--- src/rtl/otp_seq_pkg.sv ---
// Shared types for the OTP write-and-verify sequencer.
package otp_seq_pkg;
    typedef enum logic [2:0] {
        ST_IDLE,
        ST_PULSE,
        ST_PREAD,
        ST_VREAD,
        ST_DONE
    } seq_state_t;

    typedef enum logic [1:0] {
        ERR_NONE   = 2'b00,
        ERR_RETRY  = 2'b01,
        ERR_VERIFY = 2'b10
    } seq_err_t;
endpackage

--- src/rtl/otp_pulse_timer.sv ---
// Counts the cycles of one program pulse.
// Assumes run stays high for a whole pulse and drops for at least one cycle between pulses.
module otp_pulse_timer #(
    parameter int PULSE_CYC = 12500
) (
    input  logic clk,
    input  logic rst_n,
    input  logic run,
    output logic last
);
    localparam int CW = $clog2(PULSE_CYC + 1);
    localparam logic [CW-1:0] LAST_V = CW'(PULSE_CYC - 1);

    logic [CW-1:0] cnt_q;

    // Cycle count inside the current pulse, cleared between pulses.
    always_ff @(posedge clk) begin
        if (!rst_n || !run) cnt_q <= '0;
        else                cnt_q <= cnt_q + 1'b1;
    end

    assign last = run && (cnt_q == LAST_V);
endmodule

--- src/rtl/otp_try_counter.sv ---
// Counts program pulses applied to the current byte.
// clear loads 1 (the pulse about to start); inc adds one pulse.
module otp_try_counter #(
    parameter int MAX_TRY = 25
) (
    input  logic clk,
    input  logic rst_n,
    input  logic clear,
    input  logic inc,
    output logic at_limit
);
    localparam int TW = $clog2(MAX_TRY + 1);
    localparam logic [TW-1:0] LIMIT_V = TW'(MAX_TRY);

    logic [TW-1:0] cnt_q;

    // Pulse count for the byte in progress.
    always_ff @(posedge clk) begin
        if (!rst_n)     cnt_q <= '0;
        else if (clear) cnt_q <= TW'(1);
        else if (inc)   cnt_q <= cnt_q + 1'b1;
    end

    assign at_limit = (cnt_q == LIMIT_V);
endmodule

--- src/rtl/otp_addr_walker.sv ---
// Holds the address window and the current address.
// Assumes the last address is not below the first one.
module otp_addr_walker #(
    parameter int AW = 17
) (
    input  logic          clk,
    input  logic          rst_n,
    input  logic          load,
    input  logic [AW-1:0] first,
    input  logic [AW-1:0] final_addr,
    input  logic          rewind,
    input  logic          to_zero,
    input  logic          step,
    output logic [AW-1:0] addr,
    output logic          at_last
);
    logic [AW-1:0] base_q, end_q, addr_q;

    // Window bounds, captured at launch.
    always_ff @(posedge clk) begin
        if (!rst_n) begin
            base_q <= '0;
            end_q  <= '0;
        end else if (load) begin
            base_q <= first;
            end_q  <= final_addr;
        end
    end

    // Current address: load, rewind to base, jump to zero or advance.
    always_ff @(posedge clk) begin
        if (!rst_n)       addr_q <= '0;
        else if (load)    addr_q <= first;
        else if (rewind)  addr_q <= base_q;
        else if (to_zero) addr_q <= '0;
        else if (step)    addr_q <= addr_q + 1'b1;
    end

    assign addr    = addr_q;
    assign at_last = (addr_q == end_q);
endmodule

--- src/rtl/otp_prog_seq.sv ---
// Top of the OTP write-and-verify sequencer.
// Programs each byte of a window with timed pulses and read-back retries,
// then reads the whole window again, then optionally blows the read fuse
// (bit 0 of address 0). Assumes img_data is a combinational function of img_addr
// and the array's mem_rdata is valid in the same cycle as the read strobes.
module otp_prog_seq #(
    parameter int AW        = 17,
    parameter int DW        = 8,
    parameter int PULSE_CYC = 12500,
    parameter int MAX_TRY   = 25
) (
    input  logic          clk,
    input  logic          rst_n,
    input  logic          start,
    input  logic [AW-1:0] start_addr,
    input  logic [AW-1:0] end_addr,
    output logic [AW-1:0] img_addr,
    input  logic [DW-1:0] img_data,
    output logic [AW-1:0] mem_addr,
    output logic [DW-1:0] mem_wdata,
    input  logic [DW-1:0] mem_rdata,
    output logic          mem_ce_n,
    output logic          mem_oe_n,
    output logic          mem_pgm_n,
    output logic          hv_phase,
    output logic          vfy_phase,
    output logic          done,
    output logic          pass,
    output logic [1:0]    err_code,
    output logic [AW-1:0] fail_addr
);
    import otp_seq_pkg::*;

    localparam logic [DW-1:0] FUSE_BIT = {{(DW-1){1'b0}}, 1'b1};

    seq_state_t    state_q, state_d;
    logic          in_sec_q, sec_req_q, done_q, pass_q;
    seq_err_t      err_q;
    logic [AW-1:0] fail_q;

    logic          w_load, w_rewind, w_zero, w_step;
    logic [AW-1:0] addr;
    logic          at_last;
    logic          t_last;
    logic          tr_clear, tr_inc, tr_limit;
    logic          launch, go_sec, fin_pass, fin_retry, fin_vfy;

    logic          at_zero;
    logic [DW-1:0] img_fix, wr_data, exp_read;
    logic          rd_match, vf_match;

    otp_addr_walker #(.AW(AW)) u_walk (
        .clk(clk), .rst_n(rst_n), .load(w_load), .first(start_addr),
        .final_addr(end_addr), .rewind(w_rewind), .to_zero(w_zero),
        .step(w_step), .addr(addr), .at_last(at_last)
    );

    otp_pulse_timer #(.PULSE_CYC(PULSE_CYC)) u_timer (
        .clk(clk), .rst_n(rst_n), .run(state_q == ST_PULSE), .last(t_last)
    );

    otp_try_counter #(.MAX_TRY(MAX_TRY)) u_tries (
        .clk(clk), .rst_n(rst_n), .clear(tr_clear), .inc(tr_inc),
        .at_limit(tr_limit)
    );

    // Data to write and value expected back, with the fuse bit held off in the main pass.
    always_comb begin
        at_zero  = (addr == '0);
        img_fix  = at_zero ? (img_data | FUSE_BIT) : img_data;
        wr_data  = in_sec_q ? img_data : img_fix;
        exp_read = in_sec_q ? '1 : img_fix;
        rd_match = (mem_rdata == exp_read);
        vf_match = (mem_rdata == img_fix);
    end

    // Next-state and control-strobe decode.
    always_comb begin
        state_d   = state_q;
        w_load    = 1'b0;
        w_rewind  = 1'b0;
        w_zero    = 1'b0;
        w_step    = 1'b0;
        tr_clear  = 1'b0;
        tr_inc    = 1'b0;
        launch    = 1'b0;
        go_sec    = 1'b0;
        fin_pass  = 1'b0;
        fin_retry = 1'b0;
        fin_vfy   = 1'b0;
        case (state_q)
            ST_IDLE, ST_DONE: begin
                if (start) begin
                    launch   = 1'b1;
                    w_load   = 1'b1;
                    tr_clear = 1'b1;
                    state_d  = ST_PULSE;
                end
            end
            ST_PULSE: begin
                if (t_last) state_d = ST_PREAD;
            end
            ST_PREAD: begin
                if (rd_match) begin
                    if (in_sec_q) begin
                        fin_pass = 1'b1;
                        state_d  = ST_DONE;
                    end else if (at_last) begin
                        w_rewind = 1'b1;
                        state_d  = ST_VREAD;
                    end else begin
                        w_step   = 1'b1;
                        tr_clear = 1'b1;
                        state_d  = ST_PULSE;
                    end
                end else if (tr_limit) begin
                    fin_retry = 1'b1;
                    state_d   = ST_DONE;
                end else begin
                    tr_inc  = 1'b1;
                    state_d = ST_PULSE;
                end
            end
            ST_VREAD: begin
                if (!vf_match) begin
                    fin_vfy = 1'b1;
                    state_d = ST_DONE;
                end else if (at_last) begin
                    if (sec_req_q) begin
                        go_sec   = 1'b1;
                        w_zero   = 1'b1;
                        tr_clear = 1'b1;
                        state_d  = ST_PULSE;
                    end else begin
                        fin_pass = 1'b1;
                        state_d  = ST_DONE;
                    end
                end else begin
                    w_step = 1'b1;
                end
            end
            default: state_d = ST_IDLE;
        endcase
    end

    // Sequencer state.
    always_ff @(posedge clk) begin
        if (!rst_n) state_q <= ST_IDLE;
        else        state_q <= state_d;
    end

    // Fuse bookkeeping: whether the fuse is wanted, and whether it is being blown.
    always_ff @(posedge clk) begin
        if (!rst_n || launch) begin
            in_sec_q  <= 1'b0;
            sec_req_q <= 1'b0;
        end else begin
            if (go_sec) in_sec_q <= 1'b1;
            if (state_q == ST_PULSE && !in_sec_q && at_zero && !img_data[0])
                sec_req_q <= 1'b1;
        end
    end

    // Verdict registers.
    always_ff @(posedge clk) begin
        if (!rst_n || launch) begin
            done_q <= 1'b0;
            pass_q <= 1'b0;
            err_q  <= ERR_NONE;
            fail_q <= '0;
        end else if (fin_pass) begin
            done_q <= 1'b1;
            pass_q <= 1'b1;
        end else if (fin_retry || fin_vfy) begin
            done_q <= 1'b1;
            err_q  <= fin_retry ? ERR_RETRY : ERR_VERIFY;
            fail_q <= addr;
        end
    end

    assign img_addr  = addr;
    assign mem_addr  = addr;
    assign mem_wdata = wr_data;
    assign mem_pgm_n = (state_q != ST_PULSE);
    assign mem_ce_n  = !(state_q == ST_PULSE || state_q == ST_PREAD || state_q == ST_VREAD);
    assign mem_oe_n  = !(state_q == ST_PREAD || state_q == ST_VREAD);
    assign hv_phase  = (state_q == ST_PULSE || state_q == ST_PREAD);
    assign vfy_phase = (state_q == ST_VREAD);
    assign done      = done_q;
    assign pass      = pass_q;
    assign err_code  = err_q;
    assign fail_addr = fail_q;
endmodule

--- config.mk ---
export PLATFORM = sky130hd
export DESIGN_NAME = otp_prog_seq
export DESIGN_NICKNAME = d
export VERILOG_FILES = /design/src/rtl/otp_seq_pkg.sv /design/src/rtl/otp_pulse_timer.sv /design/src/rtl/otp_try_counter.sv /design/src/rtl/otp_addr_walker.sv /design/src/rtl/otp_prog_seq.sv
export SDC_FILE = /design/constraint.sdc
export NUM_CORES = 1
export LEC_CHECK = 0
export BUFFER_PORTS_ARGS = -buffer_cell sky130_fd_sc_hd__buf_2
export CAP_MARGIN = 10
export CORE_MARGIN = 5
export CORE_UTILIZATION = 59
export DETAILED_ROUTE_END_ITERATION = 10
export GPL_ROUTABILITY_DRIVEN = 0
export PLACE_DENSITY_LB_ADDON = 0.3
export SYNTH_ARGS = -nofsm -noshare
export SYNTH_HDL_FRONTEND = slang
export SYNTH_HIERARCHICAL = 1
export SYNTH_SLANG_ARGS = --single-unit
--- constraint.sdc ---
create_clock -name clk -period 10.2 [get_ports clk]
set_input_delay 3.06 -clock clk [delete_from_list [all_inputs] [get_ports clk]]
set_output_delay 3.06 -clock clk [all_outputs]
set_load 0.02 [all_outputs]
**Word level (Yosys, flattened, before mapping)**

Index checks and enable logic that the tools add are counted.

- Register bits: 96
- Word-level logic and storage cells: 108
- Input bits: 53
- Output and inout bits: 68

- Bitwise gates (word level): 2
- Equal/unequal tests: 13
- Reduce and logical (&&, ||, !) cells: 25
- Mux-type cells: 52
- Add/subtract/negate cells: 3

Operators by type and width:

| kind | count |
|---|---|
| $mux W17 | 4 |
| $mux W1 | 33 |
| $mux W3 | 8 |
| $add A17 B1 Y17 const B | 1 |
| $eq A17 B17 Y1 | 1 |
| $logic_not A17 Y1 | 1 |
| $eq A8 B8 Y1 | 2 |
| $add A14 B1 Y14 const B | 1 |
| $eq A14 B14 Y1 const B | 1 |
| $pmux W3 S4 | 1 |
| $mux W8 | 1 |
| $eq A3 B2 Y1 const B | 2 |
| $logic_not A1 Y1 | 6 |
| $logic_or A1 B1 Y1 | 6 |
| $add A5 B1 Y5 const B | 1 |
| $eq A5 B5 Y1 const B | 1 |
| $logic_and A1 B1 Y1 | 4 |
| $mux W2 | 2 |
| $ne A2 B2 Y1 const B | 2 |
| $pmux W1 S2 | 2 |
| $reduce_bool A2 Y1 | 2 |
| $reduce_bool A4 Y1 | 1 |
| $reduce_or A2 Y1 | 2 |
| $eq A3 B1 Y1 const B | 1 |
| 8 further kinds | 9 |

**Depth between registers and ports, before layout**

- Depth in word-level cells: 10
- Depth in mapped cells: 12
- Mapped depth without buffers: 11

**Cells and area by module**

The synthesis kept the hierarchy.

Modules (own cells, without submodules):

| module | cells each | sequential area each (um^2) | instances | area an instance (um^2) |
|---|---|---|---|---|
| otp_addr_walker | 287 | 1021.0 | 1 | 2656.3 |
| otp_prog_seq | 205 | 520.5 | 1 | 1652.8 |
| otp_pulse_timer | 71 | 280.3 | 1 | 636.9 |
| otp_try_counter | 26 | 100.1 | 1 | 267.8 |

**Worst setup path after synthesis**

No wires, ideal clock.

- Path type: in2out
- From: input port img_data[0]
- To: output port mem_wdata[0]
- Cell stages on the path: 1
- Data arrival time: 3288 ps
- Buffers on the path: 0
- Setup slack: 3852 ps
- Required time: 7140 ps
- Cells stage by stage: o21bai_1

- Longest elaborated chain between the ends: 2

Ends and longest elaborated chain:

| element | RTL line | RTL |
|---|---|---|
| from (decl) | otp_prog_seq.sv:18 | `input logic [DW-1:0] img_data,` |
| $mux W1 | otp_prog_seq.sv:70 | `img_fix = at_zero ? (img_data \| FUSE_BIT) : img_data;` |
| $mux W1 * | otp_prog_seq.sv:71 | `wr_data = in_sec_q ? img_data : img_fix;` |
| to (decl) | otp_prog_seq.sv:20 | `output logic [DW-1:0] mem_wdata,` |

Every way passes the cells marked *; elsewhere a longest branch is shown, timed or not.

**Worst setup path in the final report**

Same ends and word-level chain as after synthesis.

==> key figures <==
Outcome
  – Status: finished, final reports clean

Clock tree
  – Worst-path clk slew: 0.09 ns
  – CTS Sinks: 96
  – Post-CTS setup buffer count: 0
  – # resized after CTS: 0
  – CTS HTree Levels: 3
  – Skew-Pair Late Insertion Delay: 0.36 ns
  – CTS max path bufs: 2
  – Post-CTS Hold Buffers: 0
  – CTS Buf Count: 9
  – CTS Root Cell: clkbuf_8
  – CTS tree: done

Power
  – Pwr dens: 154.9 nW/µm²
  – Leak: 2.486 nW
  – Max IR drop VDD: 0.1041 mV

Cells and area
  – Fill count: 718
  – Share of layout cells above drive strength 1: 24.59%
  – Final core occ: 67.06%
  – Fin area: 5819 µm²
  – Nets: 727
  – Register area: 1922 µm²
  – Synth-to-layout area growth: 11.62%
  – Footprint of the multi-input gates: 2845 µm²
  – Antenna cells: 0

Synth
  – Post-Synthesis Cell Area: 5214 µm²
  – Prevailing post-synth register cell: dfxtp_1
  – Area leader, netlist: dfxtp_1
  – Synth area leaders: dfxtp_1, mux2i_1, nor2b_1
  – Post-synth top area share: 36.86%
  – Post-synth top cells: dfxtp_1, nand2_1, nor2b_1
  – Count leader, synth: dfxtp_1
  – EDFF count, synth: 0
  – Post-synthesis sequential area ratio: 36.86%
  – Synth async-reset ratio: 0%
  – Synth unique cells: 77
  – Syn Inst Count: 589
  – Syn Nets: 646
  – Syn Area/Cell: 8.852 µm²
  – Yosys reg bits: 96
  – Synthesis warning total: 6

STA
  – Setup TNS: 0 ns
  – Fin Clk Skew: 0.008752 ns
  – Crit path time final: 6.545 ns
  – Setup-failing EPs final: 0
  – Slew margin rel.: 40.63%
  – RSZ-0062 raised after global routing: no
  – Max-slew violations: 0
  – Worst-margin pin slew: 0.8838 ns
  – Fin. Hold Viols: 0
  – Tcrit/Tclk final: 64.17%
  – Hold Slack: 0.4462 ns
  – Achievable frequency: 152.8 MHz

Job
  – Number of max-cap violations: 0

Global route
  – Vias in the first global route: 4489
  – Pin count of the biggest net entering global routing: 73
  – GRT Total Usage: 23.48%
  – Total congestion overflow: 0
  – Antenna violations before repair: 1
  – First-pass GRT wire length: 21710 µm

Placed design
  – Hpwl dp: 9401 µm
  – Port bufs: 120
  – DP Area: 5600 µm²

Routing
  – DR pass1 iterations: 8
  – Total length of routed wires: 13350 µm
  – Vias: 4738
  – Iteration-0 DRC Markers: 466
  – Routed length per instance: 17.05 µm
  – DRC: 0
  – Routed Antenna Nets: 0
  – Via-to-Cell Ratio: 6.051

Setup path
  – Crit Path Category: in2out
  – CP bufs+invs: 2
  – Crit-path cells: buf_2, o21bai_1, buf_2
  – Data required, critical path: 7.14 ns
  – Most frequent CP cell: buf_2
  – Crit-path max cell delay: 0.16 ns
  – Kind of cell adding the most delay to the critical path: buffers and inverters
  – Slowest CP cell: buf_2
  – CP Capture Type: primary output
  – Max FO, Critical Path: 4
  – Number of cells on the critical path: 3
  – FF-to-FF path depth: 11
  – CP arrival: 3.49 ns
  – Worst setup SP type: input pin

Floorplan
  – DIE WIDTH: 104.0 µm
  – Io pins: 121
  – Initial Util: 60.08%
  – Core area: 8678 µm²
  – DIE AREA: 10820 µm²
  – Row count: 34
  – Chip Height: 104.0 µm

Hold path
  – Hold path cells: 2
  – Worst min-delay path class: reg2reg
-- path summary, 6_finish.rpt --
kind / start / endpoint / slack (ns)
setup / recovery: img_data[0] / mem_wdata[0] / 3.65
hold reg to reg: fail_addr[15] / fail_addr[15] / 0.45
setup reg to reg: u_walk/addr[8] / u_walk/addr[16] / 6.20
hold / removal: fail_addr[15] / fail_addr[15] / 0.45
-- metrics by stage --
stage	cells	power, mW	setup slack (ns)
floorplan	589	0.5972	3.852
global placement	766	0.6420	3.672
detailed placement	766	0.6492	3.659
CTS	782	0.9035	3.658
global route	783	0.9440	3.633
finish	783	0.9013	3.655
-- sequential cells by signal, summed over array words and instances (netlist names) --
| signal | cells |
|---|---|
| fail_addr | 17 |
| u_walk/addr | 17 |
| u_walk/base_q | 17 |
| u_walk/end_q | 17 |
| u_timer/cnt_q | 14 |
| u_tries/cnt_q | 5 |
| state_q | 3 |
| err_code | 2 |
| done | 1 |
| in_sec_q | 1 |
| pass | 1 |
| sec_req_q | 1 |
-- final cells by class --
| type | instances | area share [%] |
|---|---|---|
| Tap cell | 108 | 2.322 |
| Sequential cell | 96 | 33.03 |
| Inverter | 20 | 1.290 |
| Multi-Input combinational cell | 419 | 48.89 |
| Clock buffer | 10 | 2.365 |
| Timing Repair Buffer | 124 | 10.97 |
| Clock inverter | 6 | 1.140 |
-- layer usage --
| metal | share of wire (%) | global-route usage (%) |
|---|---|---|
| met3 | 8.9 | 5.649 |
| met4 | 1.7 | 7.956 |
| met5 | 0.075 | 0 |
| met1 | 44 | 31.89 |
| met2 | 46 | 36.57 |
-- power breakdown --
| group | internal [mW] | switching, mW |
|---|---|---|
| Clock | 0.120 | 0.135 |
| Combinational | 0.0875 | 0.124 |
| Sequential | 0.398 | 0.0357 |
| Total | 0.606 | 0.295 |
-- tightest hold or removal path, stage by stage, from the launching register on --
cell and delay [ns]:
dfxtp_1 0.32, nand2_1 0.05, o21ai_1 0.05
-- cells by family (layout without fill, tap and decap cells) --
family	after synthesis	after routing	synth area share, %
simple gates	214	214	23.88
compound gates	140	140	18.60
flops	96	96	36.86
fa+ha+maj	4	4	0.9600
buf+inv	74	160	8.567
mux	37	37	7.104
xor+xnor	24	24	4.032
-- cell usage in the layout, fill, tap and decap left out, drive strengths merged, types with 4 or more instances in the layout --
master,Yosys,final
buf,42,124
dfxtp,96,96
nand2,43,43
o21ai,40,40
nor2b,39,39
mux2i,37,37
nor2,26,26
a21oi,21,21
inv,20,21
o211ai,19,19
nand4,18,18
xor2,17,17
nand3,17,17
nor4,13,13
nor3,11,11
clkbuf,9,10
xnor2,7,7
a22o,7,7
nand2b,6,6
a31oi,6,6
and3,6,6
or4,6,6
a22oi,5,5
or2b,4,4
o21a,4,4
or3,4,4
ha,4,4
and2,4,4
Note: power is estimated with default switching activity, not from simulation.
